===== config.mk =====
export PLATFORM = sky130hd
export DESIGN_NAME = pwm_rep_update
export DESIGN_NICKNAME = d
export VERILOG_FILES = /design/src/rtl/pwm_rep_update.sv
export SDC_FILE = /design/constraint.sdc
export NUM_CORES = 1
export LEC_CHECK = 0
export ABC_AREA = 1
export BUFFER_PORTS_ARGS = -buffer_cell sky130_fd_sc_hd__buf_4
export CORE_ASPECT_RATIO = 1.75
export CORE_MARGIN = 4
export CORE_UTILIZATION = 35
export DETAILED_ROUTE_END_ITERATION = 10
export PLACE_DENSITY_LB_ADDON = 0.05
export SYNTH_ARGS = -nofsm -noshare
export SYNTH_HDL_FRONTEND = slang
export SYNTH_SLANG_ARGS = --single-unit

===== constraint.sdc =====
create_clock -name clk -period 1.9 [get_ports clk]
set_input_delay 0.38 -clock clk [delete_from_list [all_inputs] [get_ports clk]]
set_output_delay 0.38 -clock clk [all_outputs]
set_load 0.02 [all_outputs]

===== src/rtl/pwm_rep_update.sv =====
module pwm_rep_update #(
  parameter int REP_W = 8,
  parameter int CMP_W = 13
) (
  input  logic             clk,
  input  logic             rst_n,
  input  logic [2:0]       bus_addr,
  input  logic             bus_we,
  input  logic [7:0]       bus_wdata,
  output logic [7:0]       bus_rdata,
  input  logic             center_mode,
  input  logic             period_pulse,
  input  logic             half_pulse,
  output logic [CMP_W-1:0] cmp_u,
  output logic [CMP_W-1:0] cmp_v,
  output logic [CMP_W-1:0] cmp_w,
  output logic             upd_irq
);
  localparam int LO_W = CMP_W - 8;

  logic [2:0][CMP_W-1:0] pre, act;
  logic [REP_W-1:0] rep_pre, cnt;
  logic clk_en, en_d, irq_en, flag;

  wire tick   = clk_en & (center_mode ? half_pulse : period_pulse);
  wire en_rise = clk_en & ~en_d;
  wire upd    = en_rise | (tick & (cnt == '0));
  wire clr    = bus_we & (bus_addr == 3'd0) & bus_wdata[2];

  always_ff @(posedge clk or negedge rst_n) begin
    if (!rst_n) begin
      pre <= '0; act <= '0; rep_pre <= '0; cnt <= '0;
      clk_en <= 1'b0; en_d <= 1'b0; irq_en <= 1'b0; flag <= 1'b0;
    end else begin
      en_d <= clk_en;
      if (bus_we) begin
        if (bus_addr == 3'd0) begin
          clk_en <= bus_wdata[0];
          irq_en <= bus_wdata[1];
        end
        if (bus_addr == 3'd1) rep_pre <= bus_wdata[REP_W-1:0];
        for (int i = 0; i < 3; i++) begin
          if (bus_addr == 3'(2 + 2*i)) pre[i][CMP_W-1:LO_W] <= bus_wdata;
          if (bus_addr == 3'(3 + 2*i)) pre[i][LO_W-1:0] <= bus_wdata[7 -: LO_W];
        end
      end
      if (upd) flag <= 1'b1;
      else if (clr) flag <= 1'b0;
      if (upd) begin
        cnt <= rep_pre;
        act <= pre;
      end else if (tick) begin
        cnt <= cnt - 1'b1;
      end
    end
  end

  always_comb begin
    bus_rdata = '0;
    case (bus_addr)
      3'd0: bus_rdata = {5'b0, flag, irq_en, clk_en};
      3'd1: bus_rdata = 8'(rep_pre);
      3'd2: bus_rdata = pre[0][CMP_W-1:LO_W];
      3'd3: bus_rdata = {pre[0][LO_W-1:0], {(8-LO_W){1'b0}}};
      3'd4: bus_rdata = pre[1][CMP_W-1:LO_W];
      3'd5: bus_rdata = {pre[1][LO_W-1:0], {(8-LO_W){1'b0}}};
      3'd6: bus_rdata = pre[2][CMP_W-1:LO_W];
      default: bus_rdata = {pre[2][LO_W-1:0], {(8-LO_W){1'b0}}};
    endcase
  end

  assign cmp_u = act[0];
  assign cmp_v = act[1];
  assign cmp_w = act[2];
  assign upd_irq = flag & irq_en;

  p_cmp_hold_r4: assert property (@(posedge clk) disable iff (!rst_n)
    !upd |=> $stable({cmp_u, cmp_v, cmp_w}));
  p_reload_r5: assert property (@(posedge clk) disable iff (!rst_n)
    upd |=> cnt == $past(rep_pre));
  p_decrement_r2: assert property (@(posedge clk) disable iff (!rst_n)
    (tick && cnt != '0 && !en_rise) |=> cnt == $past(cnt) - 1'b1);
  p_idle_hold_r7: assert property (@(posedge clk) disable iff (!rst_n)
    !clk_en |=> $stable(cnt) && $stable({cmp_u, cmp_v, cmp_w}));
  p_flag_set_r8: assert property (@(posedge clk) disable iff (!rst_n)
    upd |=> flag);
endmodule


==> impl_metrics.json <==
{
  "most-common-layout-cells": "nand2_1, dfrtp_1, buf_4",
  "synth.largest_area_cell": "dfrtp_1",
  "dpl_cell_area_um2": 5315,
  "yosys_warnings": 0,
  "cts_buffer_depth": 2,
  "area_growth_pct": 24.18,
  "io_pins": 65,
  "die_area_um2": 14990,
  "antenna_found_initial": 0,
  "cpMostUsedCell": "buf_6",
  "diodes": 0,
  "fin_crit_sh_pct": 96.15,
  "post_drt_wl_per_cell_um": 15.22,
  "layout_min_cycle_time_ns": 1.827,
  "layout-drive-gt1-share_pct": 25.49,
  "viasPerCell": 4.697,
  "synth_cells": 523,
  "ys_types": 25,
  "port_buffers": 64,
  "fin_util_pct": 44.81,
  "outcome": "finished, violations left",
  "cts_tree": "built",
  "route.detailed.drc": 0,
  "row_count": 54,
  "fin_skew_ns": 0.009962,
  "final_common_cell": "nand2_1",
  "clk_pin_slew_worst_paths_ns": 0.07,
  "grt_max_degree": 34,
  "place_congestion": 0.8315,
  "worst_slew_pin_slew_ns": 0.4926,
  "yosysSeqAreaShare_pct": 53.79,
  "peakVddDrop_v": 0.0006626,
  "die_width_um": 94.28,
  "slowest_stage": "nor3_4",
  "cts.hold.buffers_added": 0,
  "start_util_pct": 36.09,
  "dp.cells": 759,
  "core_area_um2": 12630,
  "crit_fanout": 6,
  "failed_checks": "hold timing",
  "grt_overflow": 0,
  "cts-root-buf": "clkbuf_16",
  "finalMaxSlewViolations": 0,
  "die_y_um": 159.0,
  "nNetsFinal": 621,
  "crit_type": "primary input to output pin",
  "worstSetupEndpointType": "output pin",
  "syn-cell-area_um2": 4559,
  "htree_num_levels": 3,
  "power_mw": 8.314,
  "drtIter0Drc": 193,
  "cp_slowest_stage_delay_ns": 0.28,
  "grt_pass1_wl_um": 19270,
  "synth.area.top_cells": "dfrtp_1, nand2_1, o21ai_2, inv_1, nand3_1",
  "postRouteAntennaNets": 0,
  "synth_seq_cells": 98,
  "rsz0062_at_grt": "true",
  "timing.fmax_ghz": 0.5474,
  "synth_top_area_share_pct": 53.79,
  "stdcell_count": 776,
  "multi_input_area_um2": 1753,
  "grt_pass1_vias": 3637,
  "vias": 3645,
  "p_leak_nw": 2.907,
  "nFillCells": 1277,
  "startpoint_type": "primary input",
  "wl_um": 11810,
  "timing.final.setup_violations": 0,
  "relSlewSlack_pct": 67.16,
  "cts.sinks": 98,
  "synth_area_per_cell_um2": 8.718,
  "hpwl_um": 9050,
  "grt_usage_pct": 16.59,
  "clk_latency_ns": 0.35,
  "final_area_um2": 5662,
  "drv_cap": 0,
  "cts_made_buffers": 9,
  "dr.pass1.iters": 4,
  "powerDensity_nw_per_um2": 1468,
  "critPathTopFamily": "simple AND/OR/NAND/NOR gates",
  "crit_arrival_ns": 1.45,
  "crit_chain": "buf_6, inv_4, buf_4, nor3_4, nand2_1, o21ai_0, nor2_1, nand3b_1, buf_6",
  "syn_nets": 541,
  "layout.area.seq_um2": 2452,
  "hold_class": "primary input to asynchronous set/reset pin",
  "path_buf_inv": 4,
  "hold_viol": 1,
  "holdWs_ns": -0.002281,
  "critical_path_required_ns": 1.52
}
synth_stat cells:
cell type  instances
nor3_1             1
nand2_2            7
nand3b_1           5
inv_1             57
o21ai_2           32
buf_6              8
nor2_4             2
nand2_1          173
o21ai_0           26
o21ai_1           19
buf_4              1
o21ai_4            1
ha_1               1
nor2_1            16
a21oi_1            4
xnor2_1            1
inv_2              6
nand2_4            2
nand4_1            7
nor3_4             2
buf_2              6
o22ai_1           14
dfrtp_1           98
nand3_2            1
nand3_1           33
stage by stage:
stage,setup TNS (ns),worst slack (ns)
finish,0,0.07320
global route,-0.01579,-0.01579
CTS,0,0.006382
detailed placement,0,0.007351
global placement,0,0.006110
floorplan,0,0.2790
cell type report:
class / count / share of cell area, %
multi-input cells: 347 / 30.96
clock buffers: 9 / 3.978
well taps: 168 / 3.713
clock inverters: 7 / 1.525
inverters: 63 / 4.221
repair buffers: 84 / 12.29
flip-flops and latches: 98 / 43.31
worst reg2reg max path, stage by stage (launching register included):
cell and delay (ns):
dfrtp_1 0.43, nor2_1 0.23, nand2_2 0.12, o21ai_4 0.17, buf_4 0.29, nand2_1 0.10, nand3_1 0.07, o21ai_0 0.07
metal layers:
metal  vias to the layer above  wire, um  GRT usage [%]
met4                         0       340          7.298
met1                      1718      4941          20.86
li1                       1841         -              -
met2                        67      6210          28.04
met5                         -         0              0
met3                        19       322          2.128
flip-flops by register name, indices dropped and copies added, names as in the netlist:
register and flops:
cmp_u 13, cmp_v 13, pre 39, rep_pre 8, en_d 1, cnt 8, clk_en 1, flag 1
irq_en 1, cmp_w 13
what timing repair did:
| action | 4_1_cts | 5_1_grt |
|---|---|---|
| setup buffers | 0 | 1 |
| resized for setup | 0 | 7 |
| setup endpoints to repair | 0 | 6 |
| hold endpoints to repair | 0 | 0 |
power breakdown:
group	switching, mW	leakage [nW]	total [mW]	internal [mW]
combinational	1.90	1.51	3.19	1.29
sequential	0.453	1.24	3.23	2.78
clock	0.846	0.150	1.89	1.05
total	3.20	2.91	8.31	5.12
cell families (layout without fill, tap and decap cells):
| kind of cell | Yosys count | after routing | synth area share (%) |
|---|---|---|---|
| simple gates | 249 | 249 | 23.96 |
| flops | 98 | 98 | 53.79 |
| compound gates | 96 | 96 | 13.80 |
| buf+inv | 78 | 163 | 7.986 |
| fa+ha+maj | 1 | 1 | 0.2744 |
| xor+xnor | 1 | 1 | 0.1921 |
worst paths after layout:
path | slack, ns | depth (start not counted) | endpoint | from
setup / recovery | 0.07 | 9 | bus_rdata[3] | bus_addr[2]
min in group clk | 0.39 | 3 | pre[6] | bus_wdata[1]
max in group asynchronous | 1.33 | 2 | pre[19] | rst_n
hold reg to reg | 0.47 | 2 | cmp_u[7] | cmp_u[7]
setup reg to reg | 0.31 | 7 | cnt[1] | cnt[5]
hold / removal | -0.002 | 1 | en_d | rst_n
No activity file was read; power rests on OpenSTA's default activity.
